`src/rtl/ramp_adc_pkg.sv`:
```
package ramp_adc_pkg;

   typedef enum logic [1:0] {
      PH_IDLE = 2'd0,
      PH_RUN  = 2'd1,
      PH_DONE = 2'd2
   } ramp_phase_e;

   localparam int unsigned MIN_CNT_W = 2;
   localparam int unsigned MAX_CNT_W = 24;

endpackage

```
`src/rtl/ramp_adc_cnt.sv`:
```
module ramp_adc_cnt #(
   parameter int unsigned CNT_W      = 8,
   parameter bit          TOP_REDUCE = 1'b1
) (
   input  logic             clk,
   input  logic             rst_n,
   input  logic             clr,
   input  logic             inc,
   output logic [CNT_W-1:0] cnt,
   output logic             at_top
);
   localparam logic [CNT_W-1:0] TOP_CODE = {CNT_W{1'b1}};

   always_ff @(posedge clk or negedge rst_n) begin
      if (!rst_n) begin
         cnt <= '0;
      end else if (clr) begin
         cnt <= '0;
      end else if (inc) begin
         cnt <= cnt + 1'b1;
      end
   end

   generate
      if (TOP_REDUCE) begin : g_top_and
         assign at_top = &cnt;
      end else begin : g_top_cmp
         assign at_top = (cnt == TOP_CODE);
      end
   endgenerate

endmodule

```
`src/rtl/ramp_adc_seq.sv`:
```
module ramp_adc_seq
   import ramp_adc_pkg::*;
(
   input  logic        clk,
   input  logic        rst_n,
   input  logic        start,
   input  logic        cmp,
   input  logic        at_top,
   output logic        clr,
   output logic        inc,
   output logic        busy,
   output logic        ovr
);
   ramp_phase_e phase_q, phase_d;
   logic        ovr_d;
   logic        counting;

   assign counting = (phase_q == PH_RUN) && !start;

   always_comb begin
      phase_d = phase_q;
      ovr_d   = ovr;
      if (start) begin
         phase_d = PH_RUN;
         ovr_d   = 1'b0;
      end else if (phase_q == PH_RUN) begin
         if (cmp) begin
            phase_d = PH_DONE;
         end else if (at_top) begin
            phase_d = PH_DONE;
            ovr_d   = 1'b1;
         end
      end
   end

   assign clr  = start;
   assign inc  = counting && !cmp && !at_top;
   assign busy = (phase_q == PH_RUN);

   always_ff @(posedge clk or negedge rst_n) begin
      if (!rst_n) begin
         phase_q <= PH_IDLE;
         ovr     <= 1'b0;
      end else begin
         phase_q <= phase_d;
         ovr     <= ovr_d;
      end
   end

endmodule

```
`src/rtl/ramp_adc_ctrl.sv`:
```
module ramp_adc_ctrl
   import ramp_adc_pkg::*;
#(
   parameter int unsigned CNT_W      = 8,
   parameter bit          TOP_REDUCE = 1'b1
) (
   input  logic             clk,
   input  logic             rst_n,
   input  logic             start_i,
   input  logic             cmp_i,
   output logic [CNT_W-1:0] code_o,
   output logic             busy_o,
   output logic             ovr_o
);
   generate
      if (CNT_W < MIN_CNT_W || CNT_W > MAX_CNT_W) begin : g_bad_width
         $error("ramp_adc_ctrl: CNT_W out of supported range");
      end
   endgenerate

   logic clr_w, inc_w, at_top_w;

   ramp_adc_seq seq_i (
      .clk    (clk),
      .rst_n  (rst_n),
      .start  (start_i),
      .cmp    (cmp_i),
      .at_top (at_top_w),
      .clr    (clr_w),
      .inc    (inc_w),
      .busy   (busy_o),
      .ovr    (ovr_o)
   );

   ramp_adc_cnt #(
      .CNT_W      (CNT_W),
      .TOP_REDUCE (TOP_REDUCE)
   ) cnt_i (
      .clk    (clk),
      .rst_n  (rst_n),
      .clr    (clr_w),
      .inc    (inc_w),
      .cnt    (code_o),
      .at_top (at_top_w)
   );

endmodule

```
`config.mk`:
```
export PLATFORM = sky130hd
export DESIGN_NAME = ramp_adc_ctrl
export DESIGN_NICKNAME = d
export VERILOG_FILES = /design/src/rtl/ramp_adc_pkg.sv /design/src/rtl/ramp_adc_cnt.sv /design/src/rtl/ramp_adc_seq.sv /design/src/rtl/ramp_adc_ctrl.sv
export SDC_FILE = /design/constraint.sdc
export NUM_CORES = 1
export LEC_CHECK = 0
export BUFFER_PORTS_ARGS = -buffer_cell sky130_fd_sc_hd__buf_2
export CORE_AREA = 8 8 45 47
export DETAILED_ROUTE_END_ITERATION = 6
export DIE_AREA = 0 0 53 55
export PLACE_DENSITY = 0.67
export SETUP_SLACK_MARGIN = 0.15
export SLEW_MARGIN = 5
export SYNTH_ARGS = -nofsm -noshare
export SYNTH_HDL_FRONTEND = slang
export SYNTH_SLANG_ARGS = --single-unit
export TNS_END_PERCENT = 10
```
`constraint.sdc`:
```
create_clock -name clk -period 2 [get_ports clk]
set_clock_uncertainty 0.2 [all_clocks]
set_input_delay 0.3 -clock clk [delete_from_list [all_inputs] [get_ports clk]]
set_output_delay 0.3 -clock clk [all_outputs]
set_load 0.01 [all_outputs]
```
== After elaboration in Yosys (flattened, before gate mapping) ==
Cells that the tools add are included.

* Add/sub/neg operators: 1
* Equal/unequal tests: 2
* Mux-type cells: 10
* Reduce and logical (&&, ||, !) cells: 13

{| class="wikitable"
|+ Operators with widths
! cell !! number
|-
| 8-bit 2-to-1 mux || 2
|-
| 8-bit by 1-bit adder with 8-bit output, second input constant || 1
|-
| 2-bit 2-to-1 mux || 4
|-
| 8-bit AND reduction || 1
|-
| 2-bit nonzero test || 3
|-
| 1-bit 2-to-1 mux || 4
|-
| 1-bit logical AND || 3
|-
| 1-bit logical NOT || 3
|-
| 3-bit AND reduction || 1
|-
| 3-bit nonzero test || 1
|-
| 2-bit by 1-bit == test with 1-bit output, second input constant || 1
|-
| 2-bit inequality test, second input constant || 1
|-
| 2-bit AND reduction || 1
|}

* Register bits: 11
* Output and inout bits: 10

== Depth between registers and ports, before layout ==
Gate-level depths: netlist of run 1.

* Depth in word-level cells: 6
* Depth in mapped cells: 5

== By module ==
From an unflattened synthesis of run 1, not the netlist that was laid out.

* Cell total of the unflattened synthesis: 53
* Area, all modules: 566.8 µm²

{| class="wikitable"
|+ By module, submodules not included
! module !! times used !! cells each !! area each (µm²) !! seq. area each (µm²)
|-
| ramp_adc_cnt || 1 || 39 || 396.6 || 200.2
|-
| ramp_adc_seq || 1 || 14 || 170.2 || 75.1
|}

== Worst setup path after synthesis of run 1 ==
Ideal clock, no wire load.

* Path kind: reg-to-reg
* Start point: reg cnt_i.cnt[0]
* End point: reg cnt_i.cnt[6]
* Library setup time: 0.120 ns
* Arrival: 1.541 ns
* Slack: 0.139 ns
* Cell stages (with the launch flop): 6
* Clock period less this slack: 1.861 ns
* Path through: dfrtp_1 -> ha_1 -> and4_1 -> a211oi_1 -> a21oi_1 -> a31o_2

* Cells in the longest elaborated chain, start to end: 4
* Elaborated cells between the ends (all ways): 7

{| class="wikitable"
|+ Ends and longest elaborated chain
! item !! RTL line !! RTL
|-
| start, declared || ramp_adc_cnt.sv:9 || <nowiki>output logic [CNT_W-1:0] cnt,</nowiki>
|-
| start signal, assigned || ramp_adc_cnt.sv:20 || <nowiki>cnt <= cnt + 1'b1;</nowiki>
|-
| branches (longest 4 deep; another with 8-bit by 1-bit adder with 8-bit output) || -- ||
|}

Parallel ways; which one is timed is not known. The select of a mux whose other input is x is not followed.
A chain may end at the register's enable or synchronous reset.

== Worst setup path after layout of run 1 ==
Ends and elaborated chain as after synthesis.

==> results of run 1 <==
-- repair_timing --
item / CTS / global route
hold buffers: 1 / 0
pin swaps: 1 / 1
gates resized for setup: 1 / 6
endpoints found under the setup margin: 2 / 5
hold endpoints to repair: 11 / 0
buffers inserted: 0 / 3
-- layer usage --
layer / up-vias / track usage (%) / share of wire [%]
met1: 267 / 13.3 / 45
met2: 13 / 16.2 / 46
met3: 4 / 4.55 / 7.5
met4: 0 / 5.17 / 1.6
met5: - / 0 / 0
li1: 258 / - / -
-- worst paths after layout --
check	to	slack, ns	cells after the start
min in group asynchronous	cnt_i.cnt[3]$_DFFE_PN0P_	0.22	2
setup reg to reg	cnt_i.cnt[6]$_DFFE_PN0P_	0.24	5
hold reg to reg	seq_i.ovr$_DFFE_PN0P_	0.30	2
setup / recovery	cnt_i.cnt[6]$_DFFE_PN0P_	0.24	5
hold / removal	seq_i.phase_q[1]$_DFFE_PN0P_	0.15	2
max in group asynchronous	cnt_i.cnt[0]$_DFFE_PN0P_	1.16	2
-- cell families after synthesis --
kind of cell,count (synthesis),share of synthesized area (%)
AO/OA/AOI/OAI,16,18.8
XOR/XNOR,2,3.00
adder cells (fa/ha/maj),1,2.14
buffers and inverters,2,1.28
flip-flops,11,47.1
multiplexers,1,1.71
AND/OR/NAND/NOR,23,25.9
-- area by class of cell --
cell class	count	area, um2	area share [%]
Timing Repair Buffer	19	113	14.7
Tap cell	16	20.0	2.61
Inverter	1	3.75	0.489
Multi-Input combinational cell	43	328	42.7
Clock buffer	4	26.3	3.42
Sequential cell	11	278	36.2
-- sequential cells by signal, indices dropped and copies added, names as in the netlist --
register       count
seq_i.phase_q      2
seq_i.ovr          1
cnt_i.cnt          8
-- per-stage QoR --
step / cells / worst slack, ns / util (%)
6_report: 94 / 0.240 / 55.5
4_1_cts: 91 / 0.160 / 52.3
3_3_place_gp: 86 / 0.189 / 49.5
3_5_place_dp: 86 / 0.140 / 49.5
5_1_grt: 94 / 0.155 / 55.5
2_1_floorplan: 56 / 0.187 / -
-- synthesized netlist by cell type (2+ instances only) --
master                     instances
sky130_fd_sc_hd__nor2_1            6
sky130_fd_sc_hd__nand2_1           3
sky130_fd_sc_hd__nor2b_1           2
sky130_fd_sc_hd__a21oi_1           5
sky130_fd_sc_hd__a211oi_1          2
sky130_fd_sc_hd__nor3_1            2
sky130_fd_sc_hd__dfrtp_1          11
sky130_fd_sc_hd__o21ai_0           3
-- where the power goes --
part	leakage (nW)	internal [mW]	switching, mW
combinational	0.189	0.0321	0.0319
sequential	0.145	0.230	0.00963
clock	0.0150	0.0773	0.0804
==> results.json, run 1 <==
{
  "track_usage_pct": 10.9,
  "area_delta_synth_final_pct": 31.5,
  "synth.largest_area_cell": "sky130_fd_sc_hd__dfrtp_1",
  "ir_worst_vdd_v": 0.000397,
  "route.detailed.drc": 0,
  "fin_hold_ws_ns": 0.146,
  "cpLargestDelayFamily": "compound AO/OA/AOI/OAI gates",
  "gpl.final_weighted_congestion": 0.739,
  "largest_net_degree_at_the_start_of_global_routing": 13,
  "regToRegStartpoint": "cnt_i.cnt[0]$_DFFE_PN0P_",
  "cts_htree_levels": 1,
  "grt.overflow.total": 0,
  "critical_path.n_buffers_inverters": 0,
  "cp_data_arrival_time_ns": 1.73,
  "critical_path.endpoint_type": "flip-flop",
  "layout_common_cells": "sky130_fd_sc_hd__buf_2, sky130_fd_sc_hd__dfrtp_1, sky130_fd_sc_hd__nor2_1, sky130_fd_sc_hd__a21oi_1, sky130_fd_sc_hd__buf_4",
  "tightestPinTransition_ns": 0.274,
  "total_power_mw": 0.461,
  "synth.yosys.seq_area_share_pct": 47.1,
  "final.setup.tns_ns": 0,
  "full_die_area_mm2": 0.00292,
  "fp-row-count": 14,
  "cell_by_cell_trace_of_the_critical_path": "ha_2, nand4_1, a211oi_2, a21oi_1, a31o_2",
  "outcome": "finished, final reports clean",
  "ys_types": 30,
  "grt_pass1_wl_mm": 2.40,
  "power.leakage_nw": 0.349,
  "worstSetupPathType": "flip-flop to flip-flop",
  "final_nets": 84,
  "boundaryPins": 14,
  "critical_path.max_fanout": 5,
  "number_of_flops_mapped_to_enable_cells_by_yosys": 0,
  "clkTransAtPathRegs_ns": 0.07,
  "drt_iter0_drc": 6,
  "initial_utilization_pct": 42.2,
  "synth.ff_latch_count": 11,
  "setup_violations": 0,
  "synth_async_sr_flop_share_pct": 100,
  "design.core.area_mm2": 0.00138,
  "yosys-top-cells-area": "sky130_fd_sc_hd__dfrtp_1, sky130_fd_sc_hd__a21oi_1, sky130_fd_sc_hd__nor2_1",
  "period_needed_ns": 1.76,
  "origin_of_the_worst_setup_path": "cnt_i.cnt[0]$_DFFE_PN0P_",
  "synth.avg_cell_area_um2": 10.4,
  "fillCellCount": 125,
  "grt_pass1_vias": 513,
  "cts_sinks": 11,
  "mappedNetlistArea_um2": 584,
  "num_antenna_cells": 0,
  "period_share_pct": 88.0,
  "worst_hold_path_type": "input pin to flip-flop",
  "clock-root-buffer": "sky130_fd_sc_hd__clkbuf_4",
  "slew_headroom_pct": 81.5,
  "grt_setup_unrepaired": "no",
  "post_route_cells_drive_above_1_share_pct": 39.7,
  "maxSlewViolCount": 0,
  "synth_flop_cell": "sky130_fd_sc_hd__dfrtp_1",
  "syn_nets": 61,
  "share_of_yosys_cell_area_claimed_by_the_top_area_cell_type_pct": 47.1,
  "cts_made_buffers": 3,
  "drt_wl_total_mm": 1.47,
  "worstSkewPairLatency_ns": 0.27,
  "final_hold_viol_count": 0,
  "routed-via-count": 542,
  "clock.fmax_mhz": 568,
  "design_area_um2": 768,
  "cts.path.max_buffers": 2,
  "cp_slowest_stage_delay_ns": 0.41,
  "placedInstanceArea_um2": 686,
  "detail_routed_via_count_per_cell": 5.77,
  "cp_slowest_cell": "sky130_fd_sc_hd__dfrtp_2",
  "floorplan.die.width_um": 53,
  "startpoint_type": "flip-flop",
  "detail_route.wl_per_cell_um": 15.6,
  "ys_warn_count": 0,
  "pwr_density_cell_mw_per_mm2": 600,
  "port_buffers": 13,
  "final_common_cell": "sky130_fd_sc_hd__buf_2",
  "hold_path.startpoint": "start_i",
  "detailedRoute.firstPassIterationCount": 4,
  "route.antenna.remaining_nets": 0,
  "syn-instance-count": 56,
  "die_y_um": 55,
  "initial_antenna_violation_count": 0,
  "detailedPlacementHpwl_um": 983,
  "critPathRequiredTime_ns": 1.97,
  "cts_tree": "yes",
  "cap_viol_max_count": 0
}
Note: power is estimated with default switching activity, not from simulation.
==> run 2, diff against run 1 <==
==> constraint.sdc (replaced) <==
create_clock -name clk -period 2.3 [get_ports clk]
set_clock_uncertainty 0.2 [all_clocks]
set_input_delay 0.345 -clock clk [delete_from_list [all_inputs] [get_ports clk]]
set_output_delay 0.345 -clock clk [all_outputs]
set_load 0.01 [all_outputs]
==> run 2 against run 1 <==
Against the previous run:
- fmax fell by 11%
- sequential power fell by 13%
- combinational power fell by 32%
- global-route usage fell by 0.60 points
- critical path depth did not move
- core utilization fell by 4.8 points
- worst hold slack improved by 0.048 ns
- die area did not move
- setup slack improved by 0.076 ns
- flip-flop and latch count did not move
- first-iteration DRC count fell by 17%
- highest routed layer unchanged
==> results.json, run 2 (synthesis gave the netlist of run 1 again) <==
{
  "reg2reg_to": "cnt_i.cnt[6]$_DFFE_PN0P_",
  "placedInstanceArea_um2": 666,
  "floorplan.die.width_um": 53,
  "outcome": "finished, final reports clean",
  "power.share.switching_pct": 26.7,
  "largest_net_degree_at_the_start_of_global_routing": 13,
  "ff_latch_area_um2": 275,
  "final_nets": 79,
  "top_regs": "cnt_i.cnt x8, seq_i.phase_q x2, seq_i.ovr x1",
  "cts_sinks": 11,
  "p_clk_share_pct": 35.2,
  "multi_input_area_um2": 302,
  "regToRegStartpoint": "cnt_i.cnt[0]$_DFFE_PN0P_",
  "clkTransAtPathRegs_ns": 0.08,
  "power_switching_mw": 0.104,
  "registers.top_by_ff_count": "cnt_i.cnt",
  "hold_path.startpoint": "start_i",
  "cell_by_cell_trace_of_the_critical_path": "ha_1, and4_1, a211oi_1, a21oi_1, a31o_2",
  "maxSlewViolCount": 0,
  "initial_antenna_violation_count": 0,
  "grt.overflow.total": 0,
  "drt_iter0_drc": 5,
  "worstSkewPairLatency_ns": 0.28,
  "cts.path.max_buffers": 2,
  "clock-root-buffer": "sky130_fd_sc_hd__clkbuf_4",
  "die_y_um": 55,
  "clock.fmax_mhz": 504,
  "final.setup.tns_ns": 0,
  "slew_headroom_pct": 74.2,
  "full_die_area_mm2": 0.00292,
  "cts_post_setup_buffers_inserted": 0,
  "sequentialPowerShare_pct": 53.6,
  "postCtsResizedCells": 0,
  "detail_routed_via_count_per_cell": 5.87,
  "detail_route.wl_per_cell_um": 15.3,
  "internal_power_mw": 0.286,
  "grt_util_met3_pct": 2.94,
  "final_common_cell": "sky130_fd_sc_hd__buf_2",
  "gpl.final_weighted_congestion": 0.763,
  "fillCellCount": 139,
  "drt_wl_total_mm": 1.37,
  "cp_slowest_cell": "sky130_fd_sc_hd__dfrtp_1",
  "total_power_mw": 0.390,
  "groute.layer.met1.usage_pct": 13.2,
  "design_area_um2": 702,
  "cts_tree": "yes",
  "cts_made_buffers": 3,
  "critPathRequiredTime_ns": 2.26,
  "post_route_cells_drive_above_1_share_pct": 27.4,
  "critical_path.max_fanout": 5,
  "design.core.area_mm2": 0.00138,
  "startpoint_type": "flip-flop",
  "min_delay_endpoint": "cnt_i.cnt[7]$_DFFE_PN0P_",
  "route.detailed.drc": 0,
  "r2r_slack_ns": 0.32,
  "pwr_density_cell_mw_per_mm2": 556,
  "detailedRoute.firstPassIterationCount": 4,
  "setup_violations": 0,
  "worstRegToRegCells": 5,
  "ir_worst_vdd_v": 0.000277,
  "final_hold_viol_count": 0,
  "detailedPlacementHpwl_um": 978,
  "grt_pass1_wl_mm": 2.25,
  "cap_viol_max_count": 0,
  "worst_hold_path_type": "input pin to flip-flop",
  "globalRoute.busiestLayer": "met2",
  "track_usage_pct": 10.3,
  "num_antenna_cells": 0,
  "cp_data_arrival_time_ns": 1.95,
  "cts_htree_levels": 1,
  "largest_register_ffs": 8,
  "power.leakage_nw": 0.327,
  "routed-via-count": 522,
  "comb_power_share_pct": 11.2,
  "boundaryPins": 14,
  "period_share_pct": 86.3,
  "grt_pass1_vias": 505,
  "cp_slowest_stage_delay_ns": 0.44,
  "worstSetupPathType": "flip-flop to flip-flop",
  "period_needed_ns": 1.98,
  "layout_common_cells": "sky130_fd_sc_hd__buf_2, sky130_fd_sc_hd__dfrtp_1, sky130_fd_sc_hd__nor2_1, sky130_fd_sc_hd__a21oi_1",
  "tightestPinTransition_ns": 0.383,
  "initial_utilization_pct": 42.2,
  "grt_util_met2_pct": 15.4,
  "route.antenna.remaining_nets": 0,
  "grt_setup_unrepaired": "no",
  "fp-row-count": 14,
  "critical_path.endpoint_type": "flip-flop",
  "area_delta_synth_final_pct": 20.1,
  "hold-path-cell-count": 2,
  "port_buffers": 13
}
## run 2: worst max-delay path by stage
| stage | to | startpoint | slack, ns |
|---|---|---|---|
| after CTS | cnt_i.cnt[6]$_DFFE_PN0P_ | cnt_i.cnt[0]$_DFFE_PN0P_ | 0.33 |
| after floorplan | cnt_i.cnt[6]$_DFFE_PN0P_ | cnt_i.cnt[0]$_DFFE_PN0P_ | 0.44 |
| after global routing | cnt_i.cnt[6]$_DFFE_PN0P_ | cnt_i.cnt[0]$_DFFE_PN0P_ | 0.16 |
| after global placement | cnt_i.cnt[6]$_DFFE_PN0P_ | cnt_i.cnt[0]$_DFFE_PN0P_ | 0.44 |
| after detailed placement | cnt_i.cnt[6]$_DFFE_PN0P_ | cnt_i.cnt[0]$_DFFE_PN0P_ | 0.36 |
| final | cnt_i.cnt[6]$_DFFE_PN0P_ | cnt_i.cnt[0]$_DFFE_PN0P_ | 0.32 |
## run 2: worst max-delay path: cells and delay by family (launching register included)
kind	cells	cell delay [ns]
AOI/OAI and AO/OA	3	0.74
DFF	1	0.44
adders and majority gates	1	0.28
and+or+nand+nor	1	0.21
## run 2: layer usage
| metal | vias to the layer above | wire, um |
|---|---|---|
| met5 | - | 0 |
| met4 | 0 | 23 |
| met3 | 4 | 98 |
| met2 | 15 | 608 |
| met1 | 253 | 634 |
| li1 | 250 | - |
## run 2: layout make-up
cell class / instances / share of cell area, %
clock buffers: 4 / 3.74
inverters: 1 / 0.535
multi-input cells: 43 / 43.0
flip-flops and latches: 11 / 39.2
well taps: 16 / 2.85
repair buffers: 14 / 10.7
## run 2: repair_timing
| item | CTS | global route |
|---|---|---|
| hold buffers | 1 | 0 |
| endpoints found under the setup margin | 0 | 0 |
| hold endpoints to repair | 11 | 0 |
## run 2: metrics by stage
| stage | setup slack [ns] | std cells | hold slack (ns) | utilization (%) |
|---|---|---|---|---|
| 2_1_floorplan | 0.439 | 56 | -0.151 | - |
| 3_3_place_gp | 0.436 | 84 | 0.0314 | 48.1 |
| 3_5_place_dp | 0.361 | 84 | 0.0325 | 48.1 |
| 4_1_cts | 0.333 | 89 | 0.189 | 50.7 |
| 5_1_grt | 0.163 | 89 | 0.215 | 50.7 |
| 6_report | 0.316 | 89 | 0.195 | 50.7 |
## run 2: power groups by stage
| stage | clock network, mW | logic [mW] | registers [mW] |
|---|---|---|---|
| 5_1_grt | 0.145 | 0.0488 | 0.210 |
| 3_5_place_dp | 0 | 0.0432 | 0.212 |
| 6_report | 0.137 | 0.0438 | 0.209 |
| 4_1_cts | 0.138 | 0.0448 | 0.209 |
| 2_1_floorplan | 0 | 0.0239 | 0.213 |
| 3_3_place_gp | 0 | 0.0425 | 0.212 |
